--- config.mk ---
export PLATFORM = sky130hd
export DESIGN_NAME = timer_host_port
export DESIGN_NICKNAME = d
export VERILOG_FILES = /design/src/rtl/timer_host_pkg.sv /design/src/rtl/thp_cmd_decode.sv /design/src/rtl/thp_channel.sv /design/src/rtl/thp_read_mux.sv /design/src/rtl/timer_host_port.sv
export SDC_FILE = /design/constraint.sdc
export NUM_CORES = 1
export LEC_CHECK = 0
export CAP_MARGIN = 20
export CELL_PAD_IN_SITES_DETAIL_PLACEMENT = 0
export CELL_PAD_IN_SITES_GLOBAL_PLACEMENT = 1
export CORE_UTILIZATION = 47
export CTS_CLUSTER_DIAMETER = 200
export DETAILED_ROUTE_END_ITERATION = 10
export DONT_BUFFER_PORTS = 1
export PLACE_DENSITY_LB_ADDON = 0.1
export SLEW_MARGIN = 20
export SYNTH_ARGS = -nofsm -noshare
export SYNTH_HDL_FRONTEND = slang
export SYNTH_HIERARCHICAL = 1
export SYNTH_SLANG_ARGS = --single-unit
--- constraint.sdc ---
create_clock -name clk -period 2.13 [get_ports clk]
set_clock_uncertainty 0.05 [all_clocks]
set_input_delay 0.3195 -clock clk [delete_from_list [all_inputs] [get_ports clk]]
set_output_delay 0.3195 -clock clk [all_outputs]
set_load 0.01 [all_outputs]
--- src/rtl/timer_host_pkg.sv ---
package timer_host_pkg;

   typedef enum logic [1:0] {
      RW_LATCH = 2'b00,
      RW_LSB   = 2'b01,
      RW_MSB   = 2'b10,
      RW_BOTH  = 2'b11
   } rw_fmt_e;

   localparam logic [1:0] SEL_READBACK = 2'b11;
   localparam int         RB_NO_COUNT  = 5;
   localparam int         RB_NO_STATUS = 4;
   localparam int         MODE_W       = 3;

   typedef struct packed {
      logic [1:0]        sel;
      rw_fmt_e           fmt;
      logic [MODE_W-1:0] mode;
      logic              bcd;
   } ctrl_word_t;

   function automatic logic [7:0] pack_status(input logic out_lvl,
                                              input logic null_flag,
                                              input rw_fmt_e fmt,
                                              input logic [MODE_W-1:0] mode,
                                              input logic bcd);
      return {out_lvl, null_flag, fmt, mode, bcd};
   endfunction

endpackage

--- src/rtl/thp_cmd_decode.sv ---
module thp_cmd_decode
   import timer_host_pkg::*;
#(
   parameter int NUM_CH = 3,
   parameter int BYTE_W = 8,
   parameter int ADDR_W = 2
) (
   input  logic [ADDR_W-1:0] bus_addr,
   input  logic [BYTE_W-1:0] bus_wdata,
   input  logic              bus_wr,
   input  logic              bus_rd,
   output logic [NUM_CH-1:0] cfg_cmd,
   output logic [NUM_CH-1:0] cnt_wr,
   output logic [NUM_CH-1:0] cnt_latch,
   output logic [NUM_CH-1:0] st_latch,
   output logic [NUM_CH-1:0] rd_pop,
   output rw_fmt_e           cw_fmt,
   output logic [MODE_W-1:0] cw_mode,
   output logic              cw_bcd
);
   localparam logic [ADDR_W-1:0] CTRL_ADDR = ADDR_W'((1 << ADDR_W) - 1);

   ctrl_word_t cw;
   logic       ctrl_wr;
   logic       is_rb;

   assign cw      = ctrl_word_t'(bus_wdata[7:0]);
   assign ctrl_wr = bus_wr && (bus_addr == CTRL_ADDR);
   assign is_rb   = (cw.sel == SEL_READBACK);
   assign cw_fmt  = cw.fmt;
   assign cw_mode = cw.mode;
   assign cw_bcd  = cw.bcd;

   for (genvar i = 0; i < NUM_CH; i++) begin : g_ch
      logic sel_me;
      logic rb_me;
      assign sel_me       = !is_rb && (cw.sel == 2'(i));
      assign rb_me        = is_rb && bus_wdata[i+1];
      assign cfg_cmd[i]   = ctrl_wr && sel_me && (cw.fmt != RW_LATCH);
      assign cnt_latch[i] = ctrl_wr && ((sel_me && (cw.fmt == RW_LATCH)) ||
                                        (rb_me && !bus_wdata[RB_NO_COUNT]));
      assign st_latch[i]  = ctrl_wr && rb_me && !bus_wdata[RB_NO_STATUS];
      assign cnt_wr[i]    = bus_wr && (bus_addr == ADDR_W'(i));
      assign rd_pop[i]    = bus_rd && !bus_wr && (bus_addr == ADDR_W'(i));
   end

endmodule

--- src/rtl/thp_channel.sv ---
module thp_channel
   import timer_host_pkg::*;
#(
   parameter int BYTE_W = 8,
   localparam int CNT_W = 2 * BYTE_W
) (
   input  logic              clk,
   input  logic              rst_n,
   input  logic              cfg_cmd,
   input  rw_fmt_e           cw_fmt,
   input  logic [MODE_W-1:0] cw_mode,
   input  logic              cw_bcd,
   input  logic              cnt_wr,
   input  logic [BYTE_W-1:0] wdata,
   input  logic              cnt_latch,
   input  logic              st_latch,
   input  logic              rd_pop,
   input  logic [CNT_W-1:0]  live_count,
   input  logic              out_level,
   input  logic              cr_taken,
   output logic [CNT_W-1:0]  load_value,
   output logic              load_pulse,
   output logic              cfg_pulse,
   output logic [MODE_W-1:0] mode,
   output logic              bcd,
   output logic [BYTE_W-1:0] rd_byte
);
   rw_fmt_e           fmt_q;
   logic [MODE_W-1:0] mode_q;
   logic              bcd_q;
   logic [CNT_W-1:0]  cr_q;
   logic              wr_hi_q;
   logic              rd_hi_q;
   logic              frozen_q;
   logic [CNT_W-1:0]  hold_q;
   logic              st_valid_q;
   logic [7:0]        st_q;
   logic              null_q;
   logic              load_q;
   logic              cfg_q;

   logic [CNT_W-1:0]  cnt_view;
   logic              pick_hi;
   logic [BYTE_W-1:0] cnt_byte;
   logic [7:0]        status_now;

   assign status_now = pack_status(out_level, null_q, fmt_q, mode_q, bcd_q);

   always_comb begin
      cnt_view = frozen_q ? hold_q : live_count;
      pick_hi  = (fmt_q == RW_MSB) || ((fmt_q == RW_BOTH) && rd_hi_q);
      cnt_byte = pick_hi ? cnt_view[CNT_W-1:BYTE_W] : cnt_view[BYTE_W-1:0];
      rd_byte  = st_valid_q ? BYTE_W'(st_q) : cnt_byte;
   end

   always_ff @(posedge clk or negedge rst_n) begin
      if (!rst_n) begin
         fmt_q      <= RW_BOTH;
         mode_q     <= '0;
         bcd_q      <= 1'b0;
         cr_q       <= '0;
         wr_hi_q    <= 1'b0;
         rd_hi_q    <= 1'b0;
         frozen_q   <= 1'b0;
         hold_q     <= '0;
         st_valid_q <= 1'b0;
         st_q       <= '0;
         null_q     <= 1'b0;
         load_q     <= 1'b0;
         cfg_q      <= 1'b0;
      end else begin
         load_q <= 1'b0;
         cfg_q  <= 1'b0;
         if (cfg_cmd) begin
            fmt_q      <= cw_fmt;
            mode_q     <= cw_mode;
            bcd_q      <= cw_bcd;
            wr_hi_q    <= 1'b0;
            rd_hi_q    <= 1'b0;
            frozen_q   <= 1'b0;
            st_valid_q <= 1'b0;
            null_q     <= 1'b1;
            cfg_q      <= 1'b1;
         end else begin
            if (cnt_wr) begin
               null_q <= 1'b1;
               case (fmt_q)
                  RW_LSB: begin
                     cr_q   <= {{BYTE_W{1'b0}}, wdata};
                     load_q <= 1'b1;
                  end
                  RW_MSB: begin
                     cr_q   <= {wdata, {BYTE_W{1'b0}}};
                     load_q <= 1'b1;
                  end
                  RW_BOTH: begin
                     if (!wr_hi_q) begin
                        cr_q[BYTE_W-1:0] <= wdata;
                        wr_hi_q          <= 1'b1;
                     end else begin
                        cr_q[CNT_W-1:BYTE_W] <= wdata;
                        wr_hi_q              <= 1'b0;
                        load_q               <= 1'b1;
                     end
                  end
                  default: ;
               endcase
            end else if (cr_taken) begin
               null_q <= 1'b0;
            end
            if (cnt_latch && !frozen_q) begin
               frozen_q <= 1'b1;
               hold_q   <= live_count;
            end
            if (st_latch && !st_valid_q) begin
               st_valid_q <= 1'b1;
               st_q       <= status_now;
            end
            if (rd_pop) begin
               if (st_valid_q) begin
                  st_valid_q <= 1'b0;
               end else if (fmt_q == RW_BOTH) begin
                  rd_hi_q <= !rd_hi_q;
                  if (rd_hi_q) frozen_q <= 1'b0;
               end else begin
                  frozen_q <= 1'b0;
               end
            end
         end
      end
   end

   assign load_value = cr_q;
   assign load_pulse = load_q;
   assign cfg_pulse  = cfg_q;
   assign mode       = mode_q;
   assign bcd        = bcd_q;

   // a frozen count stays frozen until it is read or the channel is reprogrammed
   assert_hold_until_read_R5: assert property (@(posedge clk) disable iff (!rst_n)
      frozen_q && !rd_pop && !cfg_cmd |=> frozen_q);

   // a second latch does not disturb the held value
   assert_relatch_ignored_R6: assert property (@(posedge clk) disable iff (!rst_n)
      frozen_q && cnt_latch && !rd_pop && !cfg_cmd |=> frozen_q && $stable(hold_q));

   // a status read consumes only the status byte
   assert_status_first_R9: assert property (@(posedge clk) disable iff (!rst_n)
      st_valid_q && rd_pop && !cfg_cmd && !st_latch && !cnt_latch
      |=> !st_valid_q && $stable(rd_hi_q) && $stable(frozen_q));

   // a control word leaves the null-count flag set
   assert_cfg_sets_null_R10: assert property (@(posedge clk) disable iff (!rst_n)
      cfg_cmd |=> null_q && cfg_q);

   // a control word resets both byte pointers
   assert_ptr_reset_R11: assert property (@(posedge clk) disable iff (!rst_n)
      cfg_cmd |=> !wr_hi_q && !rd_hi_q && !frozen_q && !st_valid_q);

endmodule

--- src/rtl/thp_read_mux.sv ---
module thp_read_mux #(
   parameter int NUM_CH = 3,
   parameter int BYTE_W = 8,
   parameter int ADDR_W = 2
) (
   input  logic [ADDR_W-1:0]        bus_addr,
   input  logic [NUM_CH*BYTE_W-1:0] ch_byte,
   output logic [BYTE_W-1:0]        bus_rdata
);
   always_comb begin
      bus_rdata = '0;
      for (int i = 0; i < NUM_CH; i++) begin
         if (bus_addr == ADDR_W'(i)) bus_rdata = ch_byte[i*BYTE_W +: BYTE_W];
      end
   end
endmodule

--- src/rtl/timer_host_port.sv ---
module timer_host_port
   import timer_host_pkg::*;
#(
   parameter int NUM_CH = 3,
   parameter int BYTE_W = 8,
   localparam int ADDR_W = 2,
   localparam int CNT_W  = 2 * BYTE_W
) (
   input  logic                     clk,
   input  logic                     rst_n,
   input  logic [ADDR_W-1:0]        bus_addr,
   input  logic [BYTE_W-1:0]        bus_wdata,
   input  logic                     bus_wr,
   input  logic                     bus_rd,
   output logic [BYTE_W-1:0]        bus_rdata,
   input  logic [NUM_CH*CNT_W-1:0]  ch_live_count,
   input  logic [NUM_CH-1:0]        ch_out_level,
   input  logic [NUM_CH-1:0]        ch_cr_taken,
   output logic [NUM_CH*CNT_W-1:0]  ch_load_value,
   output logic [NUM_CH-1:0]        ch_load_strobe,
   output logic [NUM_CH-1:0]        ch_cfg_strobe,
   output logic [NUM_CH*MODE_W-1:0] ch_mode,
   output logic [NUM_CH-1:0]        ch_bcd
);
   if (NUM_CH < 1 || NUM_CH > 3) begin : g_bad_num_ch
      $error("NUM_CH must lie in 1..3 so that the control port stays free");
   end
   if (BYTE_W < 8) begin : g_bad_byte_w
      $error("BYTE_W must be at least 8 to carry a control word");
   end

   logic [NUM_CH-1:0]        cfg_cmd;
   logic [NUM_CH-1:0]        cnt_wr;
   logic [NUM_CH-1:0]        cnt_latch;
   logic [NUM_CH-1:0]        st_latch;
   logic [NUM_CH-1:0]        rd_pop;
   rw_fmt_e                  cw_fmt;
   logic [MODE_W-1:0]        cw_mode;
   logic                     cw_bcd;
   logic [NUM_CH*BYTE_W-1:0] ch_byte;

   thp_cmd_decode #(.NUM_CH(NUM_CH), .BYTE_W(BYTE_W), .ADDR_W(ADDR_W)) u_decode (
      .bus_addr  (bus_addr),
      .bus_wdata (bus_wdata),
      .bus_wr    (bus_wr),
      .bus_rd    (bus_rd),
      .cfg_cmd   (cfg_cmd),
      .cnt_wr    (cnt_wr),
      .cnt_latch (cnt_latch),
      .st_latch  (st_latch),
      .rd_pop    (rd_pop),
      .cw_fmt    (cw_fmt),
      .cw_mode   (cw_mode),
      .cw_bcd    (cw_bcd)
   );

   for (genvar i = 0; i < NUM_CH; i++) begin : g_chan
      thp_channel #(.BYTE_W(BYTE_W)) u_chan (
         .clk        (clk),
         .rst_n      (rst_n),
         .cfg_cmd    (cfg_cmd[i]),
         .cw_fmt     (cw_fmt),
         .cw_mode    (cw_mode),
         .cw_bcd     (cw_bcd),
         .cnt_wr     (cnt_wr[i]),
         .wdata      (bus_wdata),
         .cnt_latch  (cnt_latch[i]),
         .st_latch   (st_latch[i]),
         .rd_pop     (rd_pop[i]),
         .live_count (ch_live_count[i*CNT_W +: CNT_W]),
         .out_level  (ch_out_level[i]),
         .cr_taken   (ch_cr_taken[i]),
         .load_value (ch_load_value[i*CNT_W +: CNT_W]),
         .load_pulse (ch_load_strobe[i]),
         .cfg_pulse  (ch_cfg_strobe[i]),
         .mode       (ch_mode[i*MODE_W +: MODE_W]),
         .bcd        (ch_bcd[i]),
         .rd_byte    (ch_byte[i*BYTE_W +: BYTE_W])
      );
   end

   thp_read_mux #(.NUM_CH(NUM_CH), .BYTE_W(BYTE_W), .ADDR_W(ADDR_W)) u_rmux (
      .bus_addr  (bus_addr),
      .ch_byte   (ch_byte),
      .bus_rdata (bus_rdata)
   );

   // only one channel can complete a count per cycle
   assert_one_load_R3: assert property (@(posedge clk) disable iff (!rst_n)
      $onehot0(ch_load_strobe));

   // a config strobe never lasts more than one cycle
   assert_cfg_pulse_R2: assert property (@(posedge clk) disable iff (!rst_n)
      $rose(ch_cfg_strobe[0]) |=> !ch_cfg_strobe[0] || cfg_cmd[0]);

endmodule

==> results.sh, run 1 <==
export IMPL_portBuffers=0
export IMPL_via_per_inst=5.47
export IMPL_hp_class="in -> async"
export IMPL_yosys_warnings=6
export IMPL_totalWireLength_um=20100
export IMPL_ys_ff_latch=159
export IMPL_cts_hold_buf=62
export IMPL_root_buffer="clkbuf_16"
export IMPL_antenna_found_initial=0
export IMPL_period_minus_slack_ps=2810
export IMPL_initial_core_util_pct=48.4
export IMPL_drv_cap=0
export IMPL_drc_errors=0
export IMPL_syn_area_per_cell_um2=13.5
export IMPL_cts_buffers=17
export IMPL_worstSetupStartpointType="register"
export IMPL_grt_pass1_vias=5345
export IMPL_violations="hold timing, setup timing"
export IMPL_drtPass1Iterations=4
export IMPL_crit_arrival_ps=2440
export IMPL_cts_tree="built"
export IMPL_clk_latency_ps=430
export IMPL_cp_required_ps=1760
export IMPL_critical_path_class="reg -> out"
export IMPL_grt_pass1_wl_um=31800
export IMPL_ff_latch_area_um2=3990
export IMPL_drive_gt1_share_pct=40.3
export IMPL_yosys_top_cells_area="dfrtp_1, mux2_2, mux4_2"
export IMPL_ys_seq_area_share_pct=49.4
export IMPL_fin_area_um2=10100
export IMPL_setup_violations_final=8
export IMPL_num_rows=47
export IMPL_final_max_slew_viol_count=0
export IMPL_r2r_start="g_chan[1].u_chan/fmt_q[0]"
export IMPL_syn_area_um2=8060
export IMPL_clock_fmax_mhz=356
export IMPL_instances_no_fill=927
export IMPL_place_inst=827
export IMPL_place_area_um2=8580
export IMPL_core_area_um2=16600
export IMPL_drt_iter0_drc=270
export IMPL_die_w_um=133
export IMPL_syn_instance_count=598
export IMPL_timing_hold_ws_ps=-462
export IMPL_dieArea_um2=17700
export IMPL_grt_max_degree=160
export IMPL_clk_pin_slew_worst_paths_ps=60
export IMPL_reg2reg_setup_slack_ps=80
export IMPL_end_kind="output port"
export IMPL_yosys_area_top_type="dfrtp_1"
export IMPL_slew_headroom_pct=59.9
export IMPL_final_nets=771
export IMPL_status="finished with violations"
export IMPL_n_fill_cell=1308
export IMPL_finalHoldViolations=159
export IMPL_cts_sinks=159
export IMPL_leakage_nw=4.58
export IMPL_powerDensity_nw_per_um2=1060
export IMPL_wl_per_cell_um=21.7
export IMPL_h_tree_depth=4
export IMPL_synth_nets=675
export IMPL_area_growth_pct=25.2
export IMPL_ir_worst_vdd_mv=0.615
export IMPL_rr_endpoint="g_chan[1].u_chan/load_value[5]"
export IMPL_ff2ff_path_depth=9
export IMPL_io_pins=142
export IMPL_period_share_pct=132
export IMPL_max_slew_worst_pin_slew_ps=598
export IMPL_synth_cell_types=42
export IMPL_clockBufferDepth=2
export IMPL_grt_overflow=0
export IMPL_n_antenna_cell=0
export IMPL_dp_hpwl_um=12900
export IMPL_num_vias=5067
export IMPL_die_y_um=133
export IMPL_yosys_area_top_type_share_pct=47.5
export IMPL_fin_ws_ps=-678
export IMPL_rsz0062_at_grt="yes"
export IMPL_gp_congestion=0.734
export IMPL_ant_nets=0
export IMPL_multiInputGateArea_um2=3920
export IMPL_cp_max_fo=7
export IMPL_gr_usage_all_layers_pct=24.1
[layout by cell type (no fill, tap or decap), types with 3 or more instances in the layout]
cell and instances:
buf_4 33, bufinv_16 3, mux2_4 39, clkbuf_8 3, nor3b_2 3, clkbuf_16 17, nor3_1 4, clkinvlp_4 3
o2bb2ai_2 3, nor3_2 3, inv_2 5, a21oi_1 6, mux2_2 69, nor3b_4 6, nand4_1 24, mux2i_1 27
o21ai_0 16, o2bb2ai_4 5, nor3b_1 3, mux2i_4 5, nor2_1 15, mux4_2 24, inv_1 39, buf_12 12
nand2b_1 7, nand2_1 31, dlygate4sd3_1 62, xor2_1 6, nand3b_1 4, a21oi_4 3, nor2b_1 6, dfstp_2 6
a311oi_1 3, ha_1 6, a21bo_2 24, dfrtp_1 153
[final cells by class]
class / count / area share, %
inverter: 44 / 1.64
multi-input combinational: 363 / 38.8
timing repair buffer: 109 / 11.2
clock buffer: 21 / 4.66
sequential: 159 / 39.5
tap: 220 / 2.73
clock inverter: 11 / 1.51
[cell families after synthesis]
family          count (synthesis)  synth area share [%]
compound gates                 67                  7.05
xor+xnor                        6                 0.652
fa+ha+maj                       9                  1.40
buf+inv                        76                  5.35
flops                         159                  49.4
mux                           164                  27.2
simple gates                  117                  8.94
[critical path: stages (launching register included)]
cell and delay, ps:
dfstp_2 550, inv_2 60, ha_4 160, a21oi_4 230
buf_6 150, mux4_2 310, mux2_4 290, mux2i_1 170
o2bb2ai_2 100
[cells in the mapped netlist]
master	n
o21ai_0	16
nor2b_1	6
mux2_4	30
buf_2	6
a2111oi_2	2
nor2b_4	1
a311oi_1	3
ha_1	9
xor2_1	6
mux4_2	24
or2_1	2
nor3_1	7
and3b_1	2
or3_1	1
inv_1	41
nand4_1	24
buf_1	3
nor2_1	15
a211oi_1	1
buf_12	3
o2bb2ai_1	8
a21bo_2	24
buf_6	6
clkbuf_1	2
nand2b_1	7
nor3b_2	3
nand3_1	2
o2111ai_1	1
inv_2	3
a21oi_4	3
nor3b_1	3
o21ai_2	3
nand3b_1	4
dfstp_2	6
buf_4	12
nor3b_4	6
nand2_2	3
mux2i_1	32
dfrtp_1	153
nand2_1	31
a21oi_1	6
mux2_2	78
[metal layers]
metal | GRT usage (%) | part of all wire, % | up-vias
met5 | 0 | 0 | -
met4 | 6.83 | 1.3 | 0
met3 | 6.28 | 5.9 | 18
met2 | 38.9 | 49 | 120
met1 | 32.2 | 44 | 2583
li1 | - | - | 2346
[per-stage QoR]
step / setup slack [ps] / power (mW) / hold WS [ps] / utilization (%) / setup TNS [ps]
final: -678 / 10.7 / -462 / 60.7 / -5230
after global placement: -244 / 7.07 / -20.6 / 51.5 / -1710
after detailed placement: -291 / 7.18 / -19.6 / 51.5 / -2060
after floorplan: -8.17 / 6.40 / -26.1 / - / -8.17
after CTS: -709 / 10.7 / -481 / 60.1 / -5490
after global routing: -781 / 11.3 / -489 / 60.7 / -6040
[flip-flops by register name (all words and copies together), names as in the netlist]
name	flops
g_chan.u_chan/wr_hi_q	3
g_chan.u_chan/null_q	3
g_chan.u_chan/mode	9
g_chan.u_chan/rd_hi_q	3
g_chan.u_chan/cfg_pulse	3
g_chan.u_chan/bcd	3
g_chan.u_chan/load_pulse	3
g_chan.u_chan/load_value	48
g_chan.u_chan/fmt_q	6
g_chan.u_chan/frozen_q	3
g_chan.u_chan/st_valid_q	3
g_chan.u_chan/hold_q	48
g_chan.u_chan/st_q	24
[power breakdown]
| part | total, mW | switching [mW] | internal, mW |
|---|---|---|---|
| logic | 2.77 | 1.15 | 1.63 |
| registers | 4.73 | 0.864 | 3.87 |
| clock network | 3.22 | 1.27 | 1.95 |
[how the worst max path moves through the flow]
stage,from,endpoint,slack (ps),cells past startpoint
after detailed placement,g_chan[1].u_chan/fmt_q[0],bus_rdata[1],-290,8
after floorplan,g_chan[0].u_chan/fmt_q[1],bus_rdata[5],-8,7
after CTS,g_chan[1].u_chan/fmt_q[0],bus_rdata[1],-710,8
after global placement,g_chan[1].u_chan/fmt_q[0],bus_rdata[3],-240,8
after global routing,g_chan[1].u_chan/fmt_q[0],bus_rdata[1],-780,8
final,g_chan[1].u_chan/fmt_q[0],bus_rdata[1],-680,8
[what timing repair did]
action,CTS,global route
resized for setup,27,9
endpoints found under the hold margin,252,159
endpoints found under the setup margin,8,8
buffers inserted,3,3
pin swaps,3,2
(Power assumes the default switching activity.)
==> run 2, diff against run 1 <==
--- a/config.mk
+++ b/config.mk
@@ -8,12 +8,11 @@
 export CAP_MARGIN = 20
 export CELL_PAD_IN_SITES_DETAIL_PLACEMENT = 0
 export CELL_PAD_IN_SITES_GLOBAL_PLACEMENT = 1
-export CORE_UTILIZATION = 47
+export CORE_UTILIZATION = 35
 export CTS_CLUSTER_DIAMETER = 200
 export DETAILED_ROUTE_END_ITERATION = 10
 export DONT_BUFFER_PORTS = 1
 export PLACE_DENSITY_LB_ADDON = 0.1
-export SLEW_MARGIN = 20
 export SYNTH_ARGS = -nofsm -noshare
 export SYNTH_HDL_FRONTEND = slang
 export SYNTH_HIERARCHICAL = 1
==> results.sh, run 2 (synthesis gave the netlist of run 1 again) <==
export IMPL_cts_buffers=17
export IMPL_die_y_um=154
export IMPL_drv_cap=0
export IMPL_worstSetupStartpointType="register"
export IMPL_die_w_um=154
export IMPL_h_tree_depth=4
export IMPL_via_per_inst=5.12
export IMPL_violations="hold timing, setup timing"
export IMPL_status="finished with violations"
export IMPL_rr_endpoint="g_chan[0].u_chan/load_value[10]"
export IMPL_clock_fmax_mhz=345
export IMPL_powerDensity_nw_per_um2=1060
export IMPL_final_max_slew_viol_count=0
export IMPL_dp_hpwl_um=14200
export IMPL_grt_pass1_wl_um=34700
export IMPL_clk_pin_slew_worst_paths_ps=70
export IMPL_io_pins=142
export IMPL_max_slew_worst_pin_slew_ps=670
export IMPL_clockBufferDepth=2
export IMPL_crit_arrival_ps=2530
export IMPL_cts_tree="built"
export IMPL_setup_violations_final=8
export IMPL_grt_max_degree=160
export IMPL_hp_class="in -> async"
export IMPL_cts_sinks=159
export IMPL_final_cell_mix="dfrtp_1, mux2_2, dlygate4sd3_1"
export IMPL_critical_path_class="reg -> out"
export IMPL_ir_worst_vdd_mv=0.511
export IMPL_dpl_worst_slack_ps=-400
export IMPL_final_nets=779
export IMPL_period_minus_slack_ps=2900
export IMPL_num_rows=55
export IMPL_num_vias=5117
export IMPL_fin_ws_ps=-770
export IMPL_timing_hold_ws_ps=-472
export IMPL_mostFrequentLayoutCell="dfrtp_1"
export IMPL_core_area_um2=22600
export IMPL_wl_per_cell_um=22.3
export IMPL_root_buffer="clkbuf_16"
export IMPL_portBuffers=0
export IMPL_area_growth_pct=25.7
export IMPL_end_kind="output port"
export IMPL_gp_congestion=0.781
export IMPL_finalHoldViolations=159
export IMPL_drive_gt1_share_pct=41.0
export IMPL_antenna_found_initial=1
export IMPL_gr_usage_all_layers_pct=19.9
export IMPL_slew_headroom_pct=55.2
export IMPL_period_share_pct=136
export IMPL_grt_pass1_vias=5553
export IMPL_n_antenna_cell=0
export IMPL_dieArea_um2=23600
export IMPL_initial_core_util_pct=35.6
export IMPL_totalWireLength_um=22300
export IMPL_cp_max_fo=7
export IMPL_cts_hold_buf=62
export IMPL_drtPass1Iterations=4
export IMPL_rsz0062_at_grt="yes"
export IMPL_leakage_nw=4.59
export IMPL_ff2ff_path_depth=7
export IMPL_drt_iter0_drc=162
export IMPL_cp_required_ps=1760
export IMPL_ant_nets=0
export IMPL_reg2reg_setup_slack_ps=120
export IMPL_grt_overflow=0
export IMPL_clk_latency_ps=430
export IMPL_r2r_start="g_chan[0].u_chan/fmt_q[0]"
export IMPL_drc_errors=0
-- run 2: what timing repair did --
item / 4_1_cts / 5_1_grt
endpoints found under the setup margin: 8 / 8
hold endpoints to repair: 251 / 159
gates resized for setup: 19 / 8
buffers inserted: 4 / 6
pin swaps: 1 / 2
-- run 2: worst max-delay path by stage --
stage | startpoint | end | slack, ps | cells after the start
6_report | g_chan[1].u_chan/fmt_q[0] | bus_rdata[0] | -770 | 9
5_1_grt | g_chan[1].u_chan/fmt_q[0] | bus_rdata[5] | -880 | 9
4_1_cts | g_chan[1].u_chan/fmt_q[0] | bus_rdata[5] | -770 | 9
3_5_place_dp | g_chan[1].u_chan/fmt_q[0] | bus_rdata[7] | -400 | 8
3_3_place_gp | g_chan[1].u_chan/fmt_q[0] | bus_rdata[7] | -280 | 8
2_1_floorplan | g_chan[0].u_chan/fmt_q[1] | bus_rdata[5] | -8 | 7
-- run 2: layout make-up --
cell class	instances	area (um2)
Fill cell	2062	12500
Inverter	44	165
Clock inverter	15	191
Timing Repair Buffer	117	1170
Tap cell	285	357
Clock buffer	17	425
Sequential cell	159	3990
Multi-Input combinational cell	363	3840
-- run 2: critical path, stage by stage, from the launching register on --
cell and delay [ps]:
dfstp_2 560, inv_2 50, ha_4 160, a21oi_4 230
buf_4 160, buf_6 80, mux4_2 260, mux2_4 300
mux2i_2 170, o2bb2ai_2 120
-- run 2: metal layers --
metal / global-route usage [%] / vias to the layer above / share of wire (%)
met5: 0 / - / 0.049
met1: 26.6 / 2638 / 46
met2: 31.5 / 106 / 48
met4: 6.10 / 2 / 1.2
met3: 5.33 / 23 / 5.3
li1: - / 2348 / -
-- run 2: where the power goes --
part / internal [mW] / switching (mW) / total, mW
registers: 3.86 / 0.855 / 4.72
logic: 1.62 / 1.14 / 2.77
clock network: 1.80 / 1.44 / 3.24
-- run 2: per-stage QoR --
step	TNS [ps]	total power [mW]	instances	cell area (um2)	utilization [%]
3_3_place_gp	-1940	7.10	896	8660	38.3
4_1_cts	-5760	10.8	994	10100	44.4
2_1_floorplan	-8.17	6.40	598	8100	-
5_1_grt	-6640	11.3	1000	10100	44.8
6_report	-5840	10.7	1000	10100	44.8
3_5_place_dp	-2250	7.17	896	8660	38.3
==> run 3, diff against run 2 <==
--- a/config.mk
+++ b/config.mk
@@ -5,6 +5,7 @@
 export SDC_FILE = /design/constraint.sdc
 export NUM_CORES = 1
 export LEC_CHECK = 0
+export ABC_AREA = 1
 export CAP_MARGIN = 20
 export CELL_PAD_IN_SITES_DETAIL_PLACEMENT = 0
 export CELL_PAD_IN_SITES_GLOBAL_PLACEMENT = 1
@@ -15,5 +16,4 @@
 export PLACE_DENSITY_LB_ADDON = 0.1
 export SYNTH_ARGS = -nofsm -noshare
 export SYNTH_HDL_FRONTEND = slang
-export SYNTH_HIERARCHICAL = 1
 export SYNTH_SLANG_ARGS = --single-unit
==> constraint.sdc (replaced) <==
create_clock -name clk -period 3.22 [get_ports clk]
set_clock_uncertainty 0.05 [all_clocks]
set_input_delay 0.483 -clock clk [delete_from_list [all_inputs] [get_ports clk]]
set_output_delay 0.483 -clock clk [all_outputs]
set_load 0.01 [all_outputs]
==> results.sh, run 3 <==
export IMPL_grt_pass1_wl_um=37200
export IMPL_n_antenna_cell=0
export IMPL_final_max_slew_viol_count=0
export IMPL_syn_area_per_cell_um2=7.81
export IMPL_io_pins=142
export IMPL_mostFrequentLayoutCell="nand2_1"
export IMPL_drive_gt1_share_pct=10.7
export IMPL_final_cell_mix="nand2_1, dfrtp_1, inv_1"
export IMPL_antenna_found_initial=0
export IMPL_final_setup_tns_ps=0
export IMPL_clk_pin_slew_worst_paths_ps=70
export IMPL_synth_nets=1139
export IMPL_ys_ff_latch=159
export IMPL_grt_overflow=0
export IMPL_die_w_um=156
export IMPL_combPwrFrac_pct=18.8
export IMPL_cts_buffers=17
export IMPL_final_nets=1111
export IMPL_drt_iter0_drc=408
export IMPL_clockBufferDepth=2
export IMPL_synth_fa_ha_area_share_pct=1.36
export IMPL_finalHoldViolations=153
export IMPL_area_growth_pct=8.10
export IMPL_synth_mux_area_share_pct=0
export IMPL_synth_xor_area_share_pct=0.106
export IMPL_fin_ws_ps=286
export IMPL_portBuffers=0
export IMPL_num_vias=6397
export IMPL_syn_area_um2=8290
export IMPL_h_tree_depth=4
export IMPL_synth_compound_area_share_pct=11.5
export IMPL_p_switching_mw=2.19
export IMPL_num_rows=55
export IMPL_rsz0062_at_grt="no"
export IMPL_critical_path_class="reg -> out"
export IMPL_die_y_um=156
export IMPL_core_area_um2=22900
export IMPL_crit_arrival_ps=2400
export IMPL_hp_class="in -> async"
export IMPL_initial_core_util_pct=36.2
export IMPL_multiInputGateArea_um2=3550
export IMPL_synth_commonest_cells="nand2_1, dfrtp_1, inv_1"
export IMPL_totalWireLength_um=23300
export IMPL_synth_ff_type="dfrtp_1"
export IMPL_powerDensity_nw_per_um2=680
export IMPL_clock_fmax_mhz=341
export IMPL_grt_max_degree=160
export IMPL_ir_worst_vdd_mv=0.322
export IMPL_yosys_area_share_simple_pct=29.8
export IMPL_yosys_area_top_type="dfrtp_1"
export IMPL_cts_tree="built"
export IMPL_slew_headroom_pct=56.6
export IMPL_max_slew_worst_pin_slew_ps=649
export IMPL_yosys_warnings=0
export IMPL_cp_max_fo=18
export IMPL_clockPowerShare_pct=33.8
export IMPL_setup_violations_final=0
export IMPL_violations="hold timing"
export IMPL_synth_cell_types=35
export IMPL_cts_sinks=159
export IMPL_wl_per_cell_um=17.2
export IMPL_drtPass1Iterations=5
export IMPL_synth_top_family_by_area="simple AND/OR/NAND/NOR gates"
export IMPL_p_sw_share_pct=36.0
export IMPL_dieArea_um2=24300
export IMPL_dp_hpwl_um=16400
export IMPL_period_minus_slack_ps=2930
export IMPL_via_per_inst=4.70
export IMPL_ant_nets=0
export IMPL_worstSetupStartpointType="register"
export IMPL_ff2ff_path_depth=4
export IMPL_ys_seq_area_share_pct=48.1
export IMPL_grt_pass1_vias=6425
export IMPL_drv_cap=0
export IMPL_ys_async_sr_fraction_pct=100
export IMPL_cellInternalPower_mw=3.91
export IMPL_root_buffer="clkbuf_16"
export IMPL_yosysMostFrequentCell="nand2_1"
export IMPL_clk_latency_ps=430
export IMPL_cp_required_ps=2690
export IMPL_syn_instance_count=1062
export IMPL_synth_edf_count=0
export IMPL_gp_congestion=0.752
export IMPL_drc_errors=0
export IMPL_dpl_worst_slack_ps=581
export IMPL_status="finished with violations"
export IMPL_leakage_nw=4.74
export IMPL_yosys_top_cells_area="dfrtp_1, nand2_1, nand3_1"
export IMPL_end_kind="output port"
export IMPL_period_share_pct=91.1
export IMPL_n_fill_cell=2426
export IMPL_ff_latch_area_um2=3990
export IMPL_share_seq_of_total_power_pct=47.4
export IMPL_yosys_area_top_type_share_pct=46.2
export IMPL_timing_hold_ws_ps=-309
export IMPL_gr_usage_all_layers_pct=20.3
-- run 3: cell count changes in the layout (fill, tap and decap cells not counted), sizes merged, moves of 8 or more --
cell,delta
a21bo,-24
buf,-51
dlygate4sd3,-62
inv,+56
mux2,-108
mux2i,-32
mux4,-24
nand2,+376
nand3,+94
nand4,-22
nor2,+56
nor3b,-11
o21ai,+115
o2bb2ai,-8
-- run 3: per-stage QoR --
step / area [um2] / instances / utilization (%) / total power [mW] / hold slack, ps
3_3_place_gp: 8360 / 1328 / 36.5 / 4.08 / 143
2_1_floorplan: 8290 / 1062 / - / 3.75 / 137
5_1_grt: 8960 / 1360 / 39.1 / 6.50 / -336
3_5_place_dp: 8360 / 1328 / 36.5 / 4.08 / 144
4_1_cts: 8960 / 1360 / 39.1 / 6.19 / -329
6_report: 8960 / 1360 / 39.1 / 6.10 / -309
-- run 3: cells by family after synthesis --
family	count (synthesis)
AND/OR/NAND/NOR	587
flip-flops	159
buffers and inverters	156
AO/OA/AOI/OAI	150
adder cells (fa/ha/maj)	9
XOR/XNOR	1
-- run 3: routing by layer --
metal / global-route usage [%] / vias to the layer above / part of all wire [%]
met5: 0 / - / 0
met4: 4.48 / 0 / 0.67
met3: 6.61 / 13 / 6.8
met2: 31.0 / 135 / 44
met1: 27.8 / 2954 / 48
li1: - / 3295 / -
-- run 3: area by class of cell --
cell class              count  area share (%)
well taps                 313            4.37
clock buffers              18            4.90
repair buffers              4           0.335
multi-input cells         747            39.6
flip-flops and latches    159            44.5
inverters                 105            4.50
clock inverters            14            1.81
-- run 3: timing repair --
action,CTS,global route
hold endpoints to repair,159,159
gates resized for setup,0,1
setup buffers,0,0
setup endpoints to repair,0,8
-- run 3: worst paths after layout --
path                       slack (ps)                       from                          end
setup reg to reg                 1110  g_chan[0].u_chan.frozen_q  g_chan[0].u_chan.hold_q[14]
hold / removal                   -310                      rst_n  g_chan[2].u_chan.hold_q[13]
min in group clk                  110             ch_cr_taken[0]      g_chan[0].u_chan.null_q
setup / recovery                  290  g_chan[0].u_chan.frozen_q                 bus_rdata[0]
max in group asynchronous        2950                      rst_n    g_chan[2].u_chan.fmt_q[1]
hold reg to reg                   420   g_chan[0].u_chan.st_q[7]     g_chan[0].u_chan.st_q[7]
-- run 3: power groups by stage --
stage	Clock [mW]	Combinational [mW]	Sequential, mW
3_5_place_dp	0	1.16	2.92
3_3_place_gp	0	1.15	2.93
6_report	2.06	1.15	2.89
2_1_floorplan	0	0.962	2.79
5_1_grt	2.21	1.35	2.95
4_1_cts	2.13	1.16	2.89
-- run 3: critical path, cell delays in order, from the launching register on --
cell and delay [ps]:
dfrtp_1 760, clkinvlp_4 540, nand2_1 150, nand2_1 80, nand2_1 70, nand3_1 70
nand2_1 110, nand3_1 190
